[config.mk]
export PLATFORM = sky130hd
export DESIGN_NAME = spi_byte_master
export DESIGN_NICKNAME = d
export VERILOG_FILES = /design/src/rtl/spi_bm_pkg.sv /design/src/rtl/byte_fifo.sv /design/src/rtl/spi_shift_engine.sv /design/src/rtl/spi_byte_master.sv
export SDC_FILE = /design/constraint.sdc
export NUM_CORES = 2
export LEC_CHECK = 0
export BUFFER_PORTS_ARGS = -buffer_cell sky130_fd_sc_hd__clkbuf_2
export CORE_UTILIZATION = 39
export CTS_CLUSTER_SIZE = 12
export DETAILED_ROUTE_END_ITERATION = 12
export GPL_ROUTABILITY_DRIVEN = 0
export PLACE_DENSITY = 0.63
export SYNTH_ARGS = -nofsm -noshare
export SYNTH_HDL_FRONTEND = slang
export SYNTH_SLANG_ARGS = --single-unit
[constraint.sdc]
create_clock -name clk -period 5.99 [get_ports clk]
set_input_delay 1.198 -clock clk [delete_from_list [all_inputs] [get_ports clk]]
set_output_delay 1.198 -clock clk [all_outputs]
set_load 0.03 [all_outputs]
[src/rtl/spi_bm_pkg.sv]
package spi_bm_pkg;
    localparam logic [6:0] A_SOFTRST = 7'h40;
    localparam logic [6:0] A_CTRL    = 7'h60;
    localparam logic [6:0] A_STAT    = 7'h64;
    localparam logic [6:0] A_TXD     = 7'h68;
    localparam logic [6:0] A_RXD     = 7'h6C;
    localparam logic [6:0] A_SEL     = 7'h70;
    localparam logic [6:0] A_TXFILL  = 7'h74;
    localparam logic [6:0] A_RXFILL  = 7'h78;

    localparam int CB_TXCLR   = 5;
    localparam int CB_RXCLR   = 6;
    localparam int CB_INHIBIT = 8;

    localparam logic [31:0] RESET_KEY = 32'h0000_000A;
    localparam logic [31:0] EMPTY_RD  = 32'hDEAD_BEEF;

    typedef enum logic [1:0] {
        SH_IDLE,
        SH_LOW,
        SH_HIGH,
        SH_LAND
    } shift_state_t;
endpackage

[src/rtl/byte_fifo.sv]
module byte_fifo #(
    parameter int DEPTH = 256,
    parameter int W     = 8
) (
    input  logic                       clk,
    input  logic                       rst_n,
    input  logic                       clr,
    input  logic                       push,
    input  logic [W-1:0]               din,
    input  logic                       pop,
    output logic [W-1:0]               dout,
    output logic [$clog2(DEPTH+1)-1:0] count,
    output logic                       full,
    output logic                       empty
);
    localparam int PW = (DEPTH > 1) ? $clog2(DEPTH) : 1;
    localparam int CW = $clog2(DEPTH + 1);

    logic [W-1:0]  mem [DEPTH];
    logic [PW-1:0] wr_ptr, rd_ptr;
    logic [CW-1:0] cnt_q;
    logic          do_push, do_pop;

    assign full    = (cnt_q == CW'(DEPTH));
    assign empty   = (cnt_q == '0);
    assign do_push = push && !full && !clr;
    assign do_pop  = pop && !empty && !clr;
    assign dout    = mem[rd_ptr];
    assign count   = cnt_q;

    function automatic logic [PW-1:0] bump(input logic [PW-1:0] p);
        return (p == PW'(DEPTH - 1)) ? '0 : p + 1'b1;
    endfunction

    always_ff @(posedge clk) begin
        if (do_push) mem[wr_ptr] <= din;
    end

    always_ff @(posedge clk or negedge rst_n) begin
        if (!rst_n) begin
            wr_ptr <= '0;
            rd_ptr <= '0;
            cnt_q  <= '0;
        end else if (clr) begin
            wr_ptr <= '0;
            rd_ptr <= '0;
            cnt_q  <= '0;
        end else begin
            if (do_push) wr_ptr <= bump(wr_ptr);
            if (do_pop)  rd_ptr <= bump(rd_ptr);
            if (do_push && !do_pop)      cnt_q <= cnt_q + 1'b1;
            else if (do_pop && !do_push) cnt_q <= cnt_q - 1'b1;
        end
    end

    // fill level never passes the depth
    p_no_overflow_r12: assert property (@(posedge clk) disable iff (!rst_n)
        cnt_q <= CW'(DEPTH));
    // a push into a full queue with no pop leaves the level at depth
    p_full_drop_r12: assert property (@(posedge clk) disable iff (!rst_n)
        (push && full && !pop && !clr) |=> (cnt_q == CW'(DEPTH)));
endmodule

[src/rtl/spi_shift_engine.sv]
module spi_shift_engine
    import spi_bm_pkg::*;
#(
    parameter int HALF_DIV = 2
) (
    input  logic       clk,
    input  logic       rst_n,
    input  logic       clr,
    input  logic       go,
    input  logic [7:0] tx_byte,
    output logic       tx_pop,
    output logic [7:0] rx_byte,
    output logic       rx_push,
    output logic       busy,
    output logic       sclk,
    output logic       mosi,
    input  logic       miso
);
    localparam int DIV_W = (HALF_DIV > 1) ? $clog2(HALF_DIV) : 1;

    shift_state_t state_q, state_d;
    logic [DIV_W-1:0] div_q;
    logic [2:0]       bit_q;
    logic [7:0]       tx_sh, rx_sh;
    logic             sclk_q;
    logic             half_done;

    assign half_done = (div_q == DIV_W'(HALF_DIV - 1));

    // next-state logic
    always_comb begin
        state_d = state_q;
        unique case (state_q)
            SH_IDLE: if (go)        state_d = SH_LOW;
            SH_LOW:  if (half_done) state_d = SH_HIGH;
            SH_HIGH: if (half_done) state_d = (bit_q == 3'd7) ? SH_LAND : SH_LOW;
            SH_LAND:                state_d = SH_IDLE;
            default:                state_d = SH_IDLE;
        endcase
    end

    // state register
    always_ff @(posedge clk or negedge rst_n) begin
        if (!rst_n)   state_q <= SH_IDLE;
        else if (clr) state_q <= SH_IDLE;
        else          state_q <= state_d;
    end

    // outputs and datapath
    always_ff @(posedge clk or negedge rst_n) begin
        if (!rst_n) begin
            div_q  <= '0;
            bit_q  <= '0;
            tx_sh  <= '0;
            rx_sh  <= '0;
            sclk_q <= 1'b0;
        end else if (clr) begin
            div_q  <= '0;
            bit_q  <= '0;
            tx_sh  <= '0;
            rx_sh  <= '0;
            sclk_q <= 1'b0;
        end else begin
            unique case (state_q)
                SH_IDLE: begin
                    div_q <= '0;
                    bit_q <= '0;
                    if (go) tx_sh <= tx_byte;
                end
                SH_LOW: begin
                    div_q <= half_done ? '0 : div_q + 1'b1;
                    if (half_done) begin
                        sclk_q <= 1'b1;
                        rx_sh  <= {rx_sh[6:0], miso};
                    end
                end
                SH_HIGH: begin
                    div_q <= half_done ? '0 : div_q + 1'b1;
                    if (half_done) begin
                        sclk_q <= 1'b0;
                        if (bit_q != 3'd7) begin
                            tx_sh <= {tx_sh[6:0], 1'b0};
                            bit_q <= bit_q + 1'b1;
                        end
                    end
                end
                SH_LAND: div_q <= '0;
                default: div_q <= '0;
            endcase
        end
    end

    assign tx_pop  = (state_q == SH_IDLE) && go && !clr;
    assign rx_push = (state_q == SH_LAND) && !clr;
    assign rx_byte = rx_sh;
    assign busy    = (state_q != SH_IDLE);
    assign sclk    = sclk_q;
    assign mosi    = tx_sh[7];

    // serial clock rests low whenever no byte is in flight
    p_sclk_idle_r11: assert property (@(posedge clk) disable iff (!rst_n)
        !busy |-> !sclk);
    // data out holds while the clock is high
    p_mosi_stable_r11: assert property (@(posedge clk) disable iff (!rst_n || clr)
        (sclk && $past(sclk)) |-> $stable(mosi));
endmodule

[src/rtl/spi_byte_master.sv]
module spi_byte_master
    import spi_bm_pkg::*;
#(
    parameter int NUM_SS   = 1,
    parameter int DEPTH    = 256,
    parameter int HALF_DIV = 2
) (
    input  logic              clk,
    input  logic              rst_n,
    input  logic              bus_valid,
    input  logic              bus_write,
    input  logic [6:0]        bus_addr,
    input  logic [31:0]       bus_wdata,
    output logic [31:0]       bus_rdata,
    output logic              sclk,
    output logic              mosi,
    input  logic              miso,
    output logic [NUM_SS-1:0] ss_n,
    output logic              evt_tx_empty,
    output logic              evt_rx_not_empty,
    output logic              evt_rx_full,
    output logic              evt_rx_overrun,
    output logic              evt_tx_overflow
);
    localparam int CW = $clog2(DEPTH + 1);
    localparam logic [31:0] CTRL_KEEP = ~((32'd1 << CB_TXCLR) | (32'd1 << CB_RXCLR));

    logic wr, rd, soft_rst;
    logic [31:0] ctrl_q, sel_q, rdata_q;
    logic tx_clr, rx_clr, tx_push, rx_pop;
    logic tx_full, tx_empty, rx_full, rx_empty;
    logic [CW-1:0] tx_cnt, rx_cnt;
    logic [7:0] tx_head, rx_head, eng_rx_byte;
    logic eng_pop, eng_push, eng_busy, go;
    logic e_txe, e_rxne, e_rxf, e_rxo, e_txo;

    assign wr       = bus_valid && bus_write;
    assign rd       = bus_valid && !bus_write;
    assign soft_rst = wr && (bus_addr == A_SOFTRST) && (bus_wdata == RESET_KEY);
    assign tx_clr   = soft_rst || (wr && bus_addr == A_CTRL && bus_wdata[CB_TXCLR]);
    assign rx_clr   = soft_rst || (wr && bus_addr == A_CTRL && bus_wdata[CB_RXCLR]);
    assign tx_push  = wr && (bus_addr == A_TXD) && !tx_full;
    assign rx_pop   = rd && (bus_addr == A_RXD) && !rx_empty;
    assign go       = !tx_empty && !ctrl_q[CB_INHIBIT];

    byte_fifo #(.DEPTH(DEPTH), .W(8)) u_txq (
        .clk(clk), .rst_n(rst_n), .clr(tx_clr),
        .push(tx_push), .din(bus_wdata[7:0]),
        .pop(eng_pop), .dout(tx_head),
        .count(tx_cnt), .full(tx_full), .empty(tx_empty)
    );

    byte_fifo #(.DEPTH(DEPTH), .W(8)) u_rxq (
        .clk(clk), .rst_n(rst_n), .clr(rx_clr),
        .push(eng_push), .din(eng_rx_byte),
        .pop(rx_pop), .dout(rx_head),
        .count(rx_cnt), .full(rx_full), .empty(rx_empty)
    );

    spi_shift_engine #(.HALF_DIV(HALF_DIV)) u_eng (
        .clk(clk), .rst_n(rst_n), .clr(soft_rst), .go(go),
        .tx_byte(tx_head), .tx_pop(eng_pop),
        .rx_byte(eng_rx_byte), .rx_push(eng_push), .busy(eng_busy),
        .sclk(sclk), .mosi(mosi), .miso(miso)
    );

    // control and select registers
    always_ff @(posedge clk or negedge rst_n) begin
        if (!rst_n) begin
            ctrl_q <= '0;
            sel_q  <= '1;
        end else if (soft_rst) begin
            ctrl_q <= '0;
            sel_q  <= '1;
        end else if (wr) begin
            if (bus_addr == A_CTRL) ctrl_q <= bus_wdata & CTRL_KEEP;
            if (bus_addr == A_SEL)  sel_q  <= bus_wdata;
        end
    end

    // read port
    always_ff @(posedge clk or negedge rst_n) begin
        if (!rst_n) begin
            rdata_q <= '0;
        end else if (rd) begin
            unique case (bus_addr)
                A_CTRL:   rdata_q <= ctrl_q;
                A_STAT:   rdata_q <= {28'd0, tx_full, tx_empty, rx_full, rx_empty};
                A_RXD:    rdata_q <= rx_empty ? EMPTY_RD : {24'd0, rx_head};
                A_SEL:    rdata_q <= sel_q;
                A_TXFILL: rdata_q <= 32'(tx_cnt);
                A_RXFILL: rdata_q <= 32'(rx_cnt);
                default:  rdata_q <= '0;
            endcase
        end
    end

    // event pulses
    always_ff @(posedge clk or negedge rst_n) begin
        if (!rst_n) begin
            e_txe  <= 1'b0;
            e_rxne <= 1'b0;
            e_rxf  <= 1'b0;
            e_rxo  <= 1'b0;
            e_txo  <= 1'b0;
        end else begin
            e_txe  <= eng_push;
            e_rxne <= eng_push;
            e_rxo  <= eng_push && rx_full && !rx_clr;
            e_rxf  <= eng_push && !rx_full && !rx_pop && !rx_clr
                      && (rx_cnt == CW'(DEPTH - 1));
            e_txo  <= wr && (bus_addr == A_TXD) && tx_full && !tx_clr;
        end
    end

    assign bus_rdata        = rdata_q;
    assign ss_n             = sel_q[NUM_SS-1:0];
    assign evt_tx_empty     = e_txe;
    assign evt_rx_not_empty = e_rxne;
    assign evt_rx_full      = e_rxf;
    assign evt_rx_overrun   = e_rxo;
    assign evt_tx_overflow  = e_txo;

    // a wrong key leaves the select lines untouched
    p_bad_key_r2: assert property (@(posedge clk) disable iff (!rst_n)
        (wr && bus_addr == A_SOFTRST && bus_wdata != RESET_KEY) |=> $stable(ss_n));
    // an empty receive read answers with the poison word
    p_poison_r8: assert property (@(posedge clk) disable iff (!rst_n)
        (rd && bus_addr == A_RXD && rx_empty) |=> (bus_rdata == EMPTY_RD));
    // an empty receive read does not move the fill level
    p_rx_hold_r8: assert property (@(posedge clk) disable iff (!rst_n)
        (rd && bus_addr == A_RXD && rx_empty && !eng_push && !rx_clr)
        |=> (rx_cnt == '0));
    // no byte launches while inhibit is held
    p_inhibit_hold_r4: assert property (@(posedge clk) disable iff (!rst_n)
        (ctrl_q[CB_INHIBIT] && !eng_busy) |=> !eng_busy);
endmodule

==> out/results.txt <==
Status = complete, no violations
Initial antenna violation count = 19
Reg area = 0.127 mm2
H-Tree Depth = 5
Routed wire per std cell = 31.6 um
Overall die width = 657 um
Hold Crit Class = in -> async
Most instantiated cells after synthesis = edfxtp_1, mux4_2, nor2_1
DR top layer = met5
Final clock skew = 0.0420 ns
Worst-Skew Late Latency = 0.94 ns
P_int = 0.0528 W
Setup TNS = 0 ns
Post-route worst setup slack = 1.25 ns
Post_cts resized = 0
Die area = 0.432 mm2
Adder-Cell Fraction of Synth Area = 0.263%
Peak VDD IR = 0.000385 V
Largest cells by area after synthesis = edfxtp_1, mux4_2, dfrtp_1
Post-CTS Setup Bufs = 0
Seq pwr share = 48.9%
DR WL met2 = 216 mm
# port buffers = 83
Final wirelength = 458 mm
Pleak = 57.0 nW
Fin crit period = 4.74 ns
RSZ-0062 raised after global routing = false
DRC viols = 0
Via density = 5.97
Routed met1 length = 181 mm
Row Count = 240
DP Cell Count = 13800
CP Launch Type = flop
CTS sink count = 4267
Net Sw Frac = 27.7%
Synth Area in Compound Gates = 3.21%
DRT antenna net count = 0
Vias in the first global route = 86600
Largest family of logic cells by synthesized area = multiplexers
Synthesis warning total = 0
Hold Violations, Final = 0
Fill count = 36000
Syn Inst Count = 8258
Hpwl dp = 281 mm
Arr. time, crit path = 5.55 ns
Syn avg cell area = 20.3 um2
Clock tree buffer depth = 4
Mux contribution to synthesized area = 15.4%
Syn nets = 8336
Top-area cell type share of the netlist area = 73.5%
Largest net degree at the start of global routing = 201
Initial Util = 39.2%
Area delta synth->final = 11.9%
Post-Syn Area = 0.167 mm2
Max-slew headroom = 5.85%
Sequential area share after synthesis = 76.1%
Worst slew pin tran = 1.41 ns
GR Overflow Total = 0
Max_cap viols = 0
Multi-input logic area = 0.0376 mm2
Worst path required time = 6.80 ns
Most common cell in the synthesized netlist = edfxtp_1
CTS Hold Bufs = 0
CTS Buf Count = 416
Reg2Reg Depth = 7
EDFF count, synth = 4096
Worst slack, placed = 0.506 ns
XOR/XNOR share of the synthesized area = 0.115%
Fmax = 211 MHz
Share of cells above drive strength 1 = 22.6%
Clock root buffer = clkbuf_16
Worst Path Max Fanout = 43
Predominant post-synthesis flop cell = edfxtp_1
GR Util All Layers = 20.8%
WS Path Type = reg -> reg
Die Span Y = 657 um
Layout net count = 8639
Worst-path clk slew = 0.06 ns
Met3 routed WL = 40.8 mm
Seq cells post-synth = 4267
CTS tree = built
Iteration-0 DRC Markers = 11600
Sw Pwr = 0.0202 W
Pwr Density = 390 mW/mm2
Unique masters post-synth = 79
Synth async-reset ratio = 4.01%
Slew Limit Fails = 0
Crit. End Element = flop
Hold Slack = 0.348 ns
Synth area leader = edfxtp_1
Post-Synth Simple-Gate Area = 3.32%
Top-Level Pins = 84
Clock share of power = 32.2%
First-pass GRT wire length = 651 mm
Setup violations, final = 0
Logic gate share of total power = 18.9%
Final worst-path cycle share = 79.2%
Core area = 0.427 mm2
Pre-antenna DRT Iters = 6
Cell Count, Final, Fillers Out = 14500
Vias = 86500
==> per-layer routing <==
layer | GRT usage [%] | vias to the layer above
met5 | 0 | -
met4 | 8.10 | 14
met3 | 3.89 | 917
met2 | 33.1 | 4743
met1 | 28.5 | 46100
li1 | - | 34600
==> worst paths after layout <==
check,from,end,slack (ns)
max in group asynchronous,rst_n,sel_q[15],4.52
min reg2reg,bus_rdata[19],bus_rdata[19],0.48
min,rst_n,u_txq.rd_ptr[4],0.35
max reg2reg,u_rxq.rd_ptr[1],bus_rdata[4],1.25
min in group clk,bus_rdata[19],bus_rdata[19],0.48
max,u_rxq.rd_ptr[1],bus_rdata[4],1.25
==> stage by stage <==
step | utilization (%) | instance area, um2 | total power [W]
3_5_place_dp | 41.1 | 176000 | 0.0502
3_3_place_gp | 41.1 | 176000 | 0.0499
4_1_cts | 43.8 | 187000 | 0.0733
6_report | 43.8 | 187000 | 0.0731
5_1_grt | 43.8 | 187000 | 0.0750
2_1_floorplan | - | 167000 | 0.0448
==> power groups by stage <==
stage / logic (W) / registers [W] / clock network, W
2_1_floorplan: 0.00818 / 0.0366 / 0
6_report: 0.0138 / 0.0357 / 0.0235
4_1_cts: 0.0139 / 0.0357 / 0.0237
3_3_place_gp: 0.0137 / 0.0363 / 0
5_1_grt: 0.0144 / 0.0358 / 0.0248
3_5_place_dp: 0.0139 / 0.0363 / 0
==> state kept, by name (all words and copies together), names as in the netlist <==
name / cells
u_eng.bit_q: 3
u_rxq.wr_ptr: 8
bus_rdata: 32
u_eng.state_q: 2
u_txq.rd_ptr: 8
u_eng.div_q: 1
u_eng.rx_byte: 8
u_rxq.rd_ptr: 8
u_eng.sclk: 1
ctrl_q: 30
u_txq.count: 9
evt_tx_overflow: 1
u_eng.tx_sh: 8
sel_q: 32
evt_rx_overrun: 1
u_rxq.count: 9
evt_rx_full: 1
u_txq.mem: 2048
u_rxq.mem: 2048
evt_rx_not_empty: 1
u_txq.wr_ptr: 8
==> area by class of cell <==
class,instances,share of cell area [%]
Clock inverter,64,0.224
Antenna cell,13,0.0174
Multi-Input combinational cell,3462,20.1
Tap cell,5687,3.80
Timing Repair Buffer,385,1.82
Inverter,29,0.0608
Sequential cell,4267,68.0
Clock buffer,570,5.98
==> placed cells by master, fill, tap and decap left out, types with 30 or more instances in the layout <==
master | Yosys | layout
a21oi_1 | 183 | 182
mux4_2 | 991 | 991
buf_4 | 75 | 250
clkinv_1 | 0 | 30
mux2_2 | 48 | 48
a22o_1 | 32 | 32
a211oi_1 | 49 | 49
nor3_1 | 49 | 46
mux2i_1 | 279 | 279
dfstp_2 | 32 | 32
o22ai_1 | 58 | 58
a221oi_1 | 46 | 46
buf_12 | 1 | 52
clkbuf_2 | 0 | 74
o21ai_0 | 102 | 101
nand2_1 | 252 | 252
clkbuf_16 | 0 | 422
a22oi_1 | 158 | 158
clkbuf_1 | 251 | 140
nor2_1 | 712 | 705
nor2b_1 | 44 | 41
nand3_1 | 94 | 85
dfrtp_1 | 139 | 120
edfxtp_1 | 4096 | 4096
ha_1 | 32 | 32
==> worst max-delay path, stage by stage (launching register included) <==
cell,delay (ns)
dfrtp_4,1.04
nor2b_2,1.20
a221oi_1,0.20
o21ai_0,0.85
o311ai_0,0.46
a211oi_1,0.36
nor4_1,0.08
or3_1,0.34
==> kinds of logic (layout without fill, tap and decap cells) <==
| kind of cell | Yosys count | after routing |
|---|---|---|
| buffers and inverters | 529 | 1048 |
| adders and majority gates | 34 | 34 |
| AOI/OAI and AO/OA | 793 | 793 |
| other | 0 | 13 |
| xor gates and xnor gates | 22 | 22 |
| DFF | 4267 | 4267 |
| and+or+nand+nor | 1288 | 1288 |
| muxes | 1325 | 1325 |
Note: power is estimated with default switching activity, not from simulation.
